## config.mk

```make
export PLATFORM = sky130hd
export DESIGN_NAME = coinc_unit
export DESIGN_NICKNAME = d
export VERILOG_FILES = /design/src/rtl/coinc_pkg.sv /design/src/rtl/coinc_decide.sv /design/src/rtl/coinc_stretch.sv /design/src/rtl/coinc_outdrv.sv /design/src/rtl/coinc_unit.sv
export SDC_FILE = /design/constraint.sdc
export NUM_CORES = 1
export LEC_CHECK = 0
export BUFFER_PORTS_ARGS = -buffer_cell sky130_fd_sc_hd__clkbuf_2
export CAP_MARGIN = 25
export CELL_PAD_IN_SITES_DETAIL_PLACEMENT = 2
export CELL_PAD_IN_SITES_GLOBAL_PLACEMENT = 2
export CORE_ASPECT_RATIO = 1.2
export CORE_UTILIZATION = 20
export DETAILED_ROUTE_END_ITERATION = 8
export PLACE_DENSITY = 0.79
export RECOVER_POWER = 100
export SLEW_MARGIN = 25
export SYNTH_ARGS = -nofsm -noshare
export SYNTH_HDL_FRONTEND = slang
export SYNTH_SLANG_ARGS = --single-unit
```

## constraint.sdc

```tcl
create_clock -name clk -period 1.9 [get_ports clk]
set_clock_uncertainty 0.15 [all_clocks]
set_input_delay 0.38 -clock clk [delete_from_list [all_inputs] [get_ports clk]]
set_output_delay 0.38 -clock clk [all_outputs]
set_load 0.02 [all_outputs]
```

## src/rtl/coinc_pkg.sv

```systemverilog
package coinc_pkg;
  localparam int N_HIT  = 4;
  localparam int N_VETO = 2;
  localparam int N_OUT  = 3;
  localparam int WID_W  = 4;
  typedef enum logic {CMB_AND = 1'b0, CMB_OR = 1'b1} cmb_mode_e;
endpackage

```

## src/rtl/coinc_decide.sv

```systemverilog
module coinc_decide #(
  parameter int N_HIT  = coinc_pkg::N_HIT,
  parameter int N_VETO = coinc_pkg::N_VETO
) (
  input  logic              clk,
  input  logic              rst_n,
  input  logic [N_HIT-1:0]  hit,
  input  logic [N_HIT-1:0]  en,
  input  logic              mode_or,
  input  logic [N_VETO-1:0] veto,
  input  logic [N_VETO-1:0] veto_en,
  output logic              fire_q
);
  import coinc_pkg::*;
  logic all_ok, any_ok, blocked, raw;
  cmb_mode_e mode;

  always_comb begin
    mode    = cmb_mode_e'(mode_or);
    all_ok  = &(hit | ~en);
    any_ok  = |(hit & en);
    blocked = |(veto & veto_en);
    raw     = 1'b0;
    if (|en) raw = (mode == CMB_OR) ? any_ok : all_ok;
    if (blocked) raw = 1'b0;
  end

  always_ff @(posedge clk or negedge rst_n)
    if (!rst_n) fire_q <= 1'b0;
    else        fire_q <= raw;
endmodule

```

## src/rtl/coinc_stretch.sv

```systemverilog
module coinc_stretch #(
  parameter int WID_W = coinc_pkg::WID_W
) (
  input  logic             clk,
  input  logic             rst_n,
  input  logic             fire,
  input  logic [WID_W-1:0] width,
  output logic             active
);
  logic [WID_W-1:0] cnt, w_eff;

  always_comb w_eff = (width == '0) ? WID_W'(1) : width;

  always_ff @(posedge clk or negedge rst_n)
    if (!rst_n)                  cnt <= '0;
    else if (cnt != '0)          cnt <= cnt - 1'b1;
    else if (fire)               cnt <= w_eff;

  assign active = (cnt != '0);
endmodule

```

## src/rtl/coinc_outdrv.sv

```systemverilog
module coinc_outdrv #(
  parameter int N_OUT = coinc_pkg::N_OUT
) (
  input  logic             active,
  input  logic [N_OUT-1:0] inv,
  output logic [N_OUT-1:0] q
);
  for (genvar i = 0; i < N_OUT; i++) begin : g_copy
    assign q[i] = active ^ inv[i];
  end
endmodule

```

## src/rtl/coinc_unit.sv

```systemverilog
module coinc_unit #(
  parameter int N_HIT  = coinc_pkg::N_HIT,
  parameter int N_VETO = coinc_pkg::N_VETO,
  parameter int N_OUT  = coinc_pkg::N_OUT,
  parameter int WID_W  = coinc_pkg::WID_W
) (
  input  logic              clk,
  input  logic              rst_n,
  input  logic [N_HIT-1:0]  hit_i,
  input  logic [N_HIT-1:0]  in_en_i,
  input  logic              mode_or_i,
  input  logic [N_VETO-1:0] veto_i,
  input  logic [N_VETO-1:0] veto_en_i,
  input  logic [WID_W-1:0]  width_i,
  input  logic [N_OUT-1:0]  out_inv_i,
  output logic [N_OUT-1:0]  trig_o
);
  logic fire_q, active;

  coinc_decide #(.N_HIT(N_HIT), .N_VETO(N_VETO)) u_decide (
    .clk(clk), .rst_n(rst_n), .hit(hit_i), .en(in_en_i), .mode_or(mode_or_i),
    .veto(veto_i), .veto_en(veto_en_i), .fire_q(fire_q));

  coinc_stretch #(.WID_W(WID_W)) u_stretch (
    .clk(clk), .rst_n(rst_n), .fire(fire_q), .width(width_i), .active(active));

  coinc_outdrv #(.N_OUT(N_OUT)) u_out (
    .active(active), .inv(out_inv_i), .q(trig_o));
endmodule

```

==> summary.txt, run 1 <==
RUN STATUS
---------------------------------------------------------------------------------
Status ............................................................. finished, violations left
Violated checks .................................................... setup timing

PLACE
---------------------------------------------------------------------------------
Routability cong. ..................................................        0.662
Count of input and output buffers ..................................           24
Hpwl dp ............................................................       931 um
Post-placement setup slack .........................................    0.0443 ns

TIMING
---------------------------------------------------------------------------------
Slew Viols, Final ..................................................            0
PnR worst setup slack ..............................................   -0.0382 ns
RSZ-0062 raised after global routing ...............................         true
Final-report setup violation count .................................            3
Final Hold Violating Endpoints .....................................            0
Final Cycle Share ..................................................         102%
Least-Margin Pin Slew ..............................................     0.438 ns
Min Tclk post-route ................................................      1.94 ns
Worst relative slew slack ..........................................        70.1%
Highest clock rate .................................................    0.516 GHz

ROUTING
---------------------------------------------------------------------------------
Number of optimization iterations in the first detailed-route pass .            4
Number of remaining DRC errors .....................................            0
Detailed Route Iter0 Violations ....................................            4
Detailed-route vias per instance ...................................         4.81
Total number of vias ...............................................          423
Total wirelength of the detailed-routed design .....................      1070 um
Avg WL per Cell ....................................................      12.1 um
Residual antenna-violating net count after detailed routing ........            0

RUN
---------------------------------------------------------------------------------
Max-Cap Viols ......................................................            0

FLOORPLANNING
---------------------------------------------------------------------------------
Placeable core region ..............................................  0.00166 mm2
DIE WIDTH ..........................................................      41.0 um
Core Rows ..........................................................           16
Die area ...........................................................  0.00200 mm2
Top Ports ..........................................................           25
Effective utilization at floorplan .................................        22.0%
Vertical die dimension .............................................      48.8 um

POWER AND IR DROP
---------------------------------------------------------------------------------
Leakage ............................................................     0.289 nW
Power density over the cells .......................................  1300 mW/mm2
IR drop worst, VDD .................................................     0.354 mV

LOGIC SYNTHESIS
---------------------------------------------------------------------------------
Total standard cell area after synthesis ...........................      365 um2
Unique cell type count in the Yosys netlist ........................           21
Syn Nets ...........................................................           60
Top cell types by occurrence after synthesis ....................... 5 x dfrtp_1, 4 x nor2_1, 3 x inv_1, 3 x nor2b_1, 3 x xnor2_1
Cell count after synthesis .........................................           37
Count of flip-flops with a built-in enable after synthesis .........            0
Flip-flop and latch count after synthesis ..........................            5
Share of flip-flops with an asynchronous set or reset ..............         100%
Total number of yosys warnings .....................................            0
Sequential cell area fraction in the yosys report ..................        34.2%
Primary FF master, synth ...........................................      dfrtp_1
Synthesized area per cell ..........................................     9.87 um2
Largest cells by area after synthesis .............................. dfrtp_1 34%, xnor2_1 7.2%, mux2i_1 5.5%, nor2b_1 5.1%, nor3b_4 5.1%
Library cell with the highest instance count after synthesis .......      dfrtp_1
Area share of the leading cell type in the synthesized netlist .....        34.2%
Largest area contributor in the synthesized netlist ................      dfrtp_1

CRITICAL PATH
---------------------------------------------------------------------------------
Data arrival, critical path ........................................      1.41 ns
WP data required ...................................................      1.37 ns
Worst Setup Path Type .............................................. flip-flop to primary output
Top fanout value on the critical path ..............................            4
Startpoint types ...................................................    flip-flop
Worst setup EP type ................................................ primary output

CLOCK NETWORK
---------------------------------------------------------------------------------
Worst skew pair latency ............................................      0.24 ns
Maximum number of buffers from clock root to sink ..................            2
Clock-pin slew on the worst setup and hold paths ...................      0.04 ns
TritonCTS buffer count .............................................            3
CTS H-Tree Depth ...................................................            1
Number of clock sinks ..............................................            5
Clock tree from TritonCTS ..........................................         done
Buffer cell driving the clock tree root ............................     clkbuf_4

LAYOUT
---------------------------------------------------------------------------------
Total Nets Final ...................................................           94
Share of layout cells above drive strength 1 .......................        52.9%
Number of diodes ...................................................            0
Finished Core Util .................................................        36.5%
Growth of design area from synthesis to finish .....................        66.1%

GRT
---------------------------------------------------------------------------------
Pin count of the biggest net entering global routing ...............            6
Overall overflow remaining after global route ......................            0
Global-route wire length before repair .............................      1610 um
Total Routing Usage GR .............................................        11.9%
Via count of the first global-routing pass .........................          428
Number of antenna violations at the first check in global routing ..            0

HOLD PATH
---------------------------------------------------------------------------------
Path type of the worst min-delay path .............................. primary input to flip-flop

## power by group
part | total [mW] | switching (mW) | internal, mW
registers | 0.215 | 0.0596 | 0.156
logic | 0.454 | 0.193 | 0.261
clock network | 0.122 | 0.0423 | 0.0793
total | 0.791 | 0.295 | 0.496
## metal layers
metal	routed length (um)	track usage (%)	up-vias
li1	-	-	201
met1	345	10.6	198
met2	622	21.1	22
met3	95	3.65	2
met4	5	6.67	0
met5	0	0	-
## sequential cells by signal, summed over array words and instances (netlist names)
signal and cells:
u_decide.fire_q 1, u_stretch.cnt 4
## critical path, stage by stage, from the launching register on
cell and delay (ns):
dfrtp_1 0.39, inv_2 0.07, ha_4 0.12, nor3b_4 0.27, xnor2_1 0.15, buf_4 0.16
## through the flow
step / hold slack, ns / cells / power, mW / instance area (um2) / TNS, ns
6_report: 0.214 / 88 / 0.791 / 607 / -0.106
5_1_grt: 0.222 / 88 / 0.864 / 607 / -0.388
4_1_cts: 0.208 / 87 / 0.762 / 587 / -0.294
3_5_place_dp: 0.0632 / 80 / 0.568 / 515 / 0
3_3_place_gp: 0.0550 / 80 / 0.548 / 515 / 0
2_1_floorplan: -0.0656 / 37 / 0.449 / 365 / 0
## kinds of logic (layout without fill, tap and decap cells)
family	count (synthesis)	after routing	synth area share (%)
and+or+nand+nor	12	12	20.9
AOI/OAI and AO/OA	9	9	18.5
adders and majority gates	1	1	3.42
DFF	5	5	34.2
buffers and inverters	3	36	3.08
xor gates and xnor gates	3	3	7.19
muxes	4	4	12.7
## final cells by class
type	instances	area, um2
fillers	197	1050
well taps	18	22.5
inverters	3	11.3
flip-flops and latches	5	125
repair buffers	29	165
clock buffers	4	26.3
multi-input cells	29	256
## repair_timing
action | CTS | global route
resized for setup | 7 | 5
buffers inserted | 2 | 2
hold buffers | 1 | 0
setup endpoints to repair | 3 | 4
pin swaps | 2 | 3
cloned | 0 | 0
hold endpoints to repair | 5 | 0
## final timing paths
check / to / start / slack (ns) / depth (start not counted)
setup / recovery: trig_o[2] / u_stretch.cnt[0] / -0.04 / 5
hold / removal: u_decide.fire_q / mode_or_i / 0.21 / 2
setup reg to reg: u_stretch.cnt[0] / u_stretch.cnt[0] / 0.08 / 7
hold reg to reg: u_stretch.cnt[0] / u_decide.fire_q / 0.46 / 1
max in group asynchronous: u_stretch.cnt[3] / rst_n / 0.97 / 2
min in group asynchronous: u_stretch.cnt[1] / rst_n / 0.39 / 2
## cell usage in the layout (no fill, tap or decap), types with 2 or more instances in the layout
| cell | n |
|---|---|
| a21oi_1 | 2 |
| a22oi_1 | 2 |
| buf_4 | 7 |
| clkbuf_1 | 3 |
| clkbuf_2 | 19 |
| clkbuf_4 | 3 |
| dfrtp_1 | 5 |
| inv_2 | 2 |
| mux2i_1 | 2 |
| nor2_1 | 4 |
| nor2b_1 | 3 |
| xnor2_1 | 3 |
No activity file was read; power rests on OpenSTA's default activity.
==> run 2: changes to the inputs <==
--- a/config.mk
+++ b/config.mk
@@ -6,7 +6,6 @@
 export NUM_CORES = 1
 export LEC_CHECK = 0
 export BUFFER_PORTS_ARGS = -buffer_cell sky130_fd_sc_hd__clkbuf_2
-export CAP_MARGIN = 25
 export CELL_PAD_IN_SITES_DETAIL_PLACEMENT = 2
 export CELL_PAD_IN_SITES_GLOBAL_PLACEMENT = 2
 export CORE_ASPECT_RATIO = 1.2
@@ -14,6 +13,8 @@
 export DETAILED_ROUTE_END_ITERATION = 8
 export PLACE_DENSITY = 0.79
 export RECOVER_POWER = 100
+export SETUP_SLACK_MARGIN = 0.4
+export SKIP_LAST_GASP = 1
 export SLEW_MARGIN = 25
 export SYNTH_ARGS = -nofsm -noshare
 export SYNTH_HDL_FRONTEND = slang
==> run 2 against run 1 <==
Net effect: global-route usage grew 1.7 points; fmax decreased by 0.81%; largest cell class unchanged; combinational power is 10% higher; critical endpoint is now trig_o[0]; the run still ends with setup timing left.
==> summary.txt, run 2 (synthesized netlist as in run 1, its figures left out) <==
ROUTING
---------------------------------------------------------------------------------
Avg WL per Cell ....................................................      12.3 um   +1.1%
Total wirelength of the detailed-routed design .....................      1110 um   +3.4%
Number of remaining DRC errors .....................................            0   unchanged
Detailed Route Iter0 Violations ....................................            3   -1
Total number of vias ...............................................          432   +2.1%
Number of optimization iterations in the first detailed-route pass .            4   unchanged
Residual antenna-violating net count after detailed routing ........            0   unchanged
Detailed-route vias per instance ...................................         4.80   -0.14%

TIMING
---------------------------------------------------------------------------------
Final-report setup violation count .................................            3   unchanged
RSZ-0062 raised after global routing ...............................         true
Worst relative slew slack ..........................................        74.7%   +4.7 points
Slew Viols, Final ..................................................            0   unchanged
Setup TNS ..........................................................    -0.146 ns   -0.0401 ns
Hold Slack .........................................................     0.212 ns   -0.00246 ns
PnR worst setup slack ..............................................   -0.0540 ns   -0.0157 ns
Least-Margin Pin Slew ..............................................     0.369 ns   -0.0685 ns
Final Cycle Share ..................................................         103%   +0.83 points
Highest clock rate .................................................    0.512 GHz   -0.81%
Final Hold Violating Endpoints .....................................            0   unchanged
Min Tclk post-route ................................................      1.95 ns   +0.0157 ns

GRT
---------------------------------------------------------------------------------
Number of antenna violations at the first check in global routing ..            0   unchanged
Pin count of the biggest net entering global routing ...............            6   unchanged
Global-route wire length before repair .............................      1750 um   +8.6%
Total Routing Usage GR .............................................        13.7%   +1.7 points
Overall overflow remaining after global route ......................            0   unchanged
Via count of the first global-routing pass .........................          457   +6.8%

LAYOUT
---------------------------------------------------------------------------------
Highest-count cells in the layout ignoring fill and taps ........... 19 x clkbuf_2, 7 x buf_4, 5 x dfrtp_1
Number of flip-flops in the largest register .......................            4   unchanged
Combined area of the multi-input logic cells .......................      260 um2   +1.5%
Fill count .........................................................          197   unchanged
Largest regs ....................................................... u_stretch.cnt x4, u_decide.fire_q x1
Growth of design area from synthesis to finish .....................        73.3%
Total Nets Final ...................................................           96   +2.1%
Share of layout cells above drive strength 1 .......................        54.2%   +1.3 points
Register cell area after layout ....................................      125 um2   unchanged
Leading cell type in the layout, fill and taps excluded ............     clkbuf_2
Most flop-heavy register ........................................... u_stretch.cnt
Number of diodes ...................................................            0   unchanged

CRITICAL PATH
---------------------------------------------------------------------------------
Startpoint types ...................................................    flip-flop
Startpoint of the worst setup timing path .......................... u_stretch.cnt[1]
Worst Setup Path Type .............................................. flip-flop to primary output
Startpoint of the lowest-slack register-to-register path ........... u_stretch.cnt[1]
Top fanout value on the critical path ..............................            4   unchanged
Data arrival, critical path ........................................      1.42 ns   about the same
Worst setup EP type ................................................ primary output
WP data required ...................................................      1.37 ns   about the same

RUN STATUS
---------------------------------------------------------------------------------
Status ............................................................. finished, violations left
Violated checks .................................................... setup timing

CLOCK NETWORK
---------------------------------------------------------------------------------
Worst skew pair latency ............................................      0.25 ns   about the same
CTS H-Tree Depth ...................................................            1   unchanged
Clock tree from TritonCTS ..........................................         done
Clock-pin slew on the worst setup and hold paths ...................      0.04 ns   about the same
Buffer cell driving the clock tree root ............................     clkbuf_4
TritonCTS buffer count .............................................            3   unchanged
Maximum number of buffers from clock root to sink ..................            2   unchanged
Number of clock sinks ..............................................            5   unchanged

PLACE
---------------------------------------------------------------------------------
Hpwl dp ............................................................       898 um   -3.5%
Routability cong. ..................................................        0.635   -4.0%
Count of input and output buffers ..................................           24   unchanged

POWER AND IR DROP
---------------------------------------------------------------------------------
IR drop worst, VDD .................................................     0.358 mV   +1.1%
Power density over the cells .......................................  1330 mW/mm2   +1.8%
Leakage ............................................................     0.302 nW   +4.4%

FLOORPLANNING
---------------------------------------------------------------------------------
Placeable core region ..............................................  0.00166 mm2   unchanged
Top Ports ..........................................................           25   unchanged
Core Rows ..........................................................           16   unchanged
Vertical die dimension .............................................      48.8 um   unchanged
Effective utilization at floorplan .................................        22.0%   unchanged
Die area ...........................................................  0.00200 mm2   unchanged
DIE WIDTH ..........................................................      41.0 um   unchanged

HOLD PATH
---------------------------------------------------------------------------------
Source of the worst hold timing path ...............................    mode_or_i
Path type of the worst min-delay path .............................. primary input to flip-flop

RUN
---------------------------------------------------------------------------------
Max-Cap Viols ......................................................            0   unchanged

[run 2: changes by cell type in the layout (fill, tap and decap cells not counted)]
cell,change
buf_6,+2
or3_4,+1
or3_2,-1
[run 2: final timing paths]
check	cells past startpoint	slack, ns	endpoint
worst max register to register	7	0.12	u_stretch.cnt[0]
worst min register to register	1	0.45	u_stretch.cnt[0]
worst max-delay path	5	-0.05	trig_o[0]
min in group asynchronous	2	0.36	u_stretch.cnt[1]
max in group asynchronous	2	1.03	u_stretch.cnt[3]
worst min-delay path	2	0.21	u_decide.fire_q
[run 2: worst max-delay path: stages (launching register included)]
cell	delay, ns
dfrtp_1	0.39
inv_2	0.07
ha_4	0.12
nor3b_4	0.27
xnor2_1	0.16
buf_4	0.16
[run 2: metrics by stage]
stage | worst slack [ns] | total power, mW | instance area (um2) | std cells | utilization (%)
3_3_place_gp | 0.0964 | 0.556 | 518 | 80 | 31.2
3_5_place_dp | 0.0546 | 0.568 | 518 | 80 | 31.2
2_1_floorplan | 0.122 | 0.453 | 368 | 37 | -
5_1_grt | -0.190 | 0.916 | 633 | 90 | 38.1
4_1_cts | -0.107 | 0.821 | 621 | 90 | 37.3
6_report | -0.0540 | 0.840 | 633 | 90 | 38.1
[run 2: report_power, final]
part           internal, mW  leakage (nW)  switching [mW]
combinational         0.298         0.227           0.203
clock                0.0795        0.0150          0.0453
sequential            0.156        0.0602          0.0581
[run 2: layer usage]
| metal | GRT usage, % | vias to the layer above | routed length (um) |
|---|---|---|---|
| met5 | 0 | - | 0 |
| met1 | 11.8 | 194 | 375 |
| li1 | - | 206 | - |
| met3 | 4.11 | 5 | 97 |
| met2 | 22.7 | 27 | 588 |
| met4 | 11.7 | 0 | 43 |
[run 2: final cells by class]
type                            count  share of cell area (%)
Clock buffer                        4                    4.15
Inverter                            3                    1.78
Multi-Input combinational cell     29                    41.1
Sequential cell                     5                    19.8
Tap cell                           18                    3.56
Timing Repair Buffer               31                    29.6
[run 2: repair_timing]
| item | in CTS | in global routing |
|---|---|---|
| endpoints found under the setup margin | 6 | 6 |
| hold buffers | 1 | 0 |
| pin swaps | 3 | 4 |
| gates resized for setup | 9 | 4 |
| endpoints found under the hold margin | 5 | 0 |
| buffers inserted | 5 | 0 |
==> run 3: changes to the inputs <==
--- a/config.mk
+++ b/config.mk
@@ -9,10 +9,11 @@
 export CELL_PAD_IN_SITES_DETAIL_PLACEMENT = 2
 export CELL_PAD_IN_SITES_GLOBAL_PLACEMENT = 2
 export CORE_ASPECT_RATIO = 1.2
-export CORE_UTILIZATION = 20
+export CORE_UTILIZATION = 22
+export CTS_BUF_LIST = sky130_fd_sc_hd__clkbuf_2
 export DETAILED_ROUTE_END_ITERATION = 8
-export PLACE_DENSITY = 0.79
-export RECOVER_POWER = 100
+export PLACE_DENSITY = 0.85
+export RECOVER_POWER = 25
 export SETUP_SLACK_MARGIN = 0.4
 export SKIP_LAST_GASP = 1
 export SLEW_MARGIN = 25
==> run 3 against run 2 <==
Net effect: power fell by 0.56%; critical path type unchanged; sequential share of layout area fell by 0.31 points; clock power fell by 18%; highest routed layer unchanged; final cell count rose by 2.2%; global-route usage rose by 1.7 points; the run still ends with setup timing left; die area fell by 8.7%; fmax fell by 3.4%; first-iteration DRC count rose by 67%; core utilization rose by 4.7 points.
==> summary.txt, run 3 (synthesized netlist as in run 1, its figures left out) <==
RUN STATUS
---------------------------------------------------------------------------------
Status ............................................................. finished, violations left
Violated checks .................................................... setup timing

TIMING
---------------------------------------------------------------------------------
Least-Margin Pin Slew ..............................................     0.419 ns   +0.0498 ns
Final-report setup violation count .................................            4   +1
Setup TNS ..........................................................    -0.427 ns   -0.281 ns
Slew Viols, Final ..................................................            0   unchanged
PnR worst setup slack ..............................................    -0.123 ns   -0.0689 ns
Hold Slack .........................................................     0.223 ns   +0.0111 ns
Min Tclk post-route ................................................      2.02 ns   +0.0689 ns
Highest clock rate .................................................    0.494 GHz   -3.4%
Worst relative slew slack ..........................................        71.3%   -3.4 points
Final Cycle Share ..................................................         106%   +3.6 points
RSZ-0062 raised after global routing ...............................         true
Final Hold Violating Endpoints .....................................            0   unchanged

CRITICAL PATH
---------------------------------------------------------------------------------
Startpoint types ...................................................    flip-flop
WP data required ...................................................      1.37 ns   about the same
Data arrival, critical path ........................................      1.49 ns   +0.07 ns
Largest stage delay, worst path ....................................      0.40 ns   about the same
Worst setup EP type ................................................ primary output
Sequence of cells on the critical path ............................. inv_1, ha_2, nor3b_4, xnor2_1, buf_4
Worst-path cell with the longest stage delay .......................      dfrtp_1
Worst Setup Path Type .............................................. flip-flop to primary output
Top fanout value on the critical path ..............................            4   unchanged

LAYOUT
---------------------------------------------------------------------------------
Share of layout cells above drive strength 1 .......................        56.0%   +1.8 points
Largest regs ....................................................... u_stretch.cnt x4, u_decide.fire_q x1
Fill count .........................................................          184   -6.6%
Number of diodes ...................................................            0   unchanged
Total Nets Final ...................................................           99   +3.1%
Post-route cell area ...............................................      643 um2   +1.6%
Finished Core Util .................................................        42.8%   +4.7 points
Growth of design area from synthesis to finish .....................        76.0%
Number of flip-flops in the largest register .......................            4   unchanged
Leading cell type in the layout, fill and taps excluded ............     clkbuf_2
Most flop-heavy register ........................................... u_stretch.cnt
Count of non-filler cells in the finished layout ...................           92   +2.2%
Highest-count cells in the layout ignoring fill and taps ........... 24 x clkbuf_2, 8 x buf_4, 5 x dfrtp_1

FLOORPLANNING
---------------------------------------------------------------------------------
Core Rows ..........................................................           15   -1
DIE WIDTH ..........................................................      39.2 um   -4.4%
Vertical die dimension .............................................      46.6 um   -4.5%
Placeable core region ..............................................  0.00150 mm2   -9.6%
Die area ...........................................................  0.00183 mm2   -8.7%
Top Ports ..........................................................           25   unchanged
Effective utilization at floorplan .................................        24.3%   +2.3 points

CLOCK NETWORK
---------------------------------------------------------------------------------
Maximum number of buffers from clock root to sink ..................            2   unchanged
Clock tree from TritonCTS ..........................................         done
Clock-pin slew on the worst setup and hold paths ...................      0.06 ns   +0.02 ns
CTS H-Tree Depth ...................................................            1   unchanged
Buffer cell driving the clock tree root ............................     clkbuf_2
Worst skew pair latency ............................................      0.23 ns   -0.02 ns
TritonCTS buffer count .............................................            3   unchanged
Number of clock sinks ..............................................            5   unchanged

ROUTING
---------------------------------------------------------------------------------
Residual antenna-violating net count after detailed routing ........            0   unchanged
Detailed-route vias per instance ...................................         4.88   +1.7%
Avg WL per Cell ....................................................      13.6 um   +10%
Total wirelength of the detailed-routed design .....................      1250 um   +13%
Detailed Route Iter0 Violations ....................................            5   +2
Total number of vias ...............................................          449   +3.9%
Number of remaining DRC errors .....................................            0   unchanged
Number of optimization iterations in the first detailed-route pass .            4   unchanged

POWER AND IR DROP
---------------------------------------------------------------------------------
Leakage ............................................................     0.323 nW   +7.0%
Sum of internal, switching and leakage power .......................     0.835 mW   -0.56%
IR drop worst, VDD .................................................     0.452 mV   +26%
Power density over the cells .......................................  1300 mW/mm2   -2.1%

GRT
---------------------------------------------------------------------------------
Overall overflow remaining after global route ......................            0   unchanged
Via count of the first global-routing pass .........................          458   +0.22%
Number of antenna violations at the first check in global routing ..            0   unchanged
Global-route wire length before repair .............................      1770 um   +1.2%
Total Routing Usage GR .............................................        15.3%   +1.7 points
Pin count of the biggest net entering global routing ...............            6   unchanged

PLACE
---------------------------------------------------------------------------------
Routability cong. ..................................................        0.654   +3.0%
Hpwl dp ............................................................       915 um   +1.8%
# placed instances .................................................           79   -1.3%
Count of input and output buffers ..................................           24   unchanged
Post-placement setup slack .........................................    0.0190 ns   -0.0356 ns
Post-detailed-placement cell area ..................................      517 um2   -0.24%

HOLD PATH
---------------------------------------------------------------------------------
Path type of the worst min-delay path .............................. primary input to flip-flop

RUN
---------------------------------------------------------------------------------
Max-Cap Viols ......................................................            0   unchanged

-- run 3: changes by cell type in the layout (fill, tap and decap cells not counted), sizes merged --
| cell | delta |
|---|---|
| buf | +3 |
-- run 3: power by group --
| part | total [mW] | internal [mW] | switching, mW |
|---|---|---|---|
| clock | 0.103 | 0.0557 | 0.0472 |
| combinational | 0.521 | 0.310 | 0.211 |
| sequential | 0.211 | 0.155 | 0.0558 |
-- run 3: area by class of cell --
class / instances / area, um2 / area share (%)
multi-input cells: 29 / 246 / 38.3
flip-flops and latches: 5 / 125 / 19.5
well taps: 17 / 21.3 / 3.31
clock buffers: 4 / 20.0 / 3.11
repair buffers: 34 / 219 / 34.0
inverters: 3 / 11.3 / 1.75
-- run 3: layer usage --
metal	GRT usage, %	routed length [um]
met1	11.8	437
met3	4.83	97
met5	0	0
met4	8.28	19
met2	31.3	693
-- run 3: repair_timing --
item / 4_1_cts / 5_1_grt
hold endpoints to repair: 5 / 0
pin swaps: 4 / 1
setup endpoints to repair: 6 / 6
buffers inserted: 5 / 3
hold buffers: 1 / 0
gates resized for setup: 7 / 5
-- run 3: final timing paths --
path | to | slack [ns] | cells past startpoint | start
worst min register to register | u_stretch.cnt[0] | 0.49 | 1 | u_decide.fire_q
worst max register to register | u_stretch.cnt[0] | -0.07 | 8 | u_stretch.cnt[0]
max in group asynchronous | u_stretch.cnt[2] | 0.99 | 2 | rst_n
worst min-delay path | u_decide.fire_q | 0.22 | 2 | mode_or_i
worst max-delay path | trig_o[1] | -0.12 | 5 | u_stretch.cnt[0]
min in group asynchronous | u_stretch.cnt[1] | 0.38 | 2 | rst_n
-- run 3: critical path, delay by kind of cell (launching register included) --
family,cells,cell delay (ns)
flops,1,0.40
simple gates,1,0.30
buf+inv,2,0.23
fa+ha+maj,1,0.17
xor+xnor,1,0.16
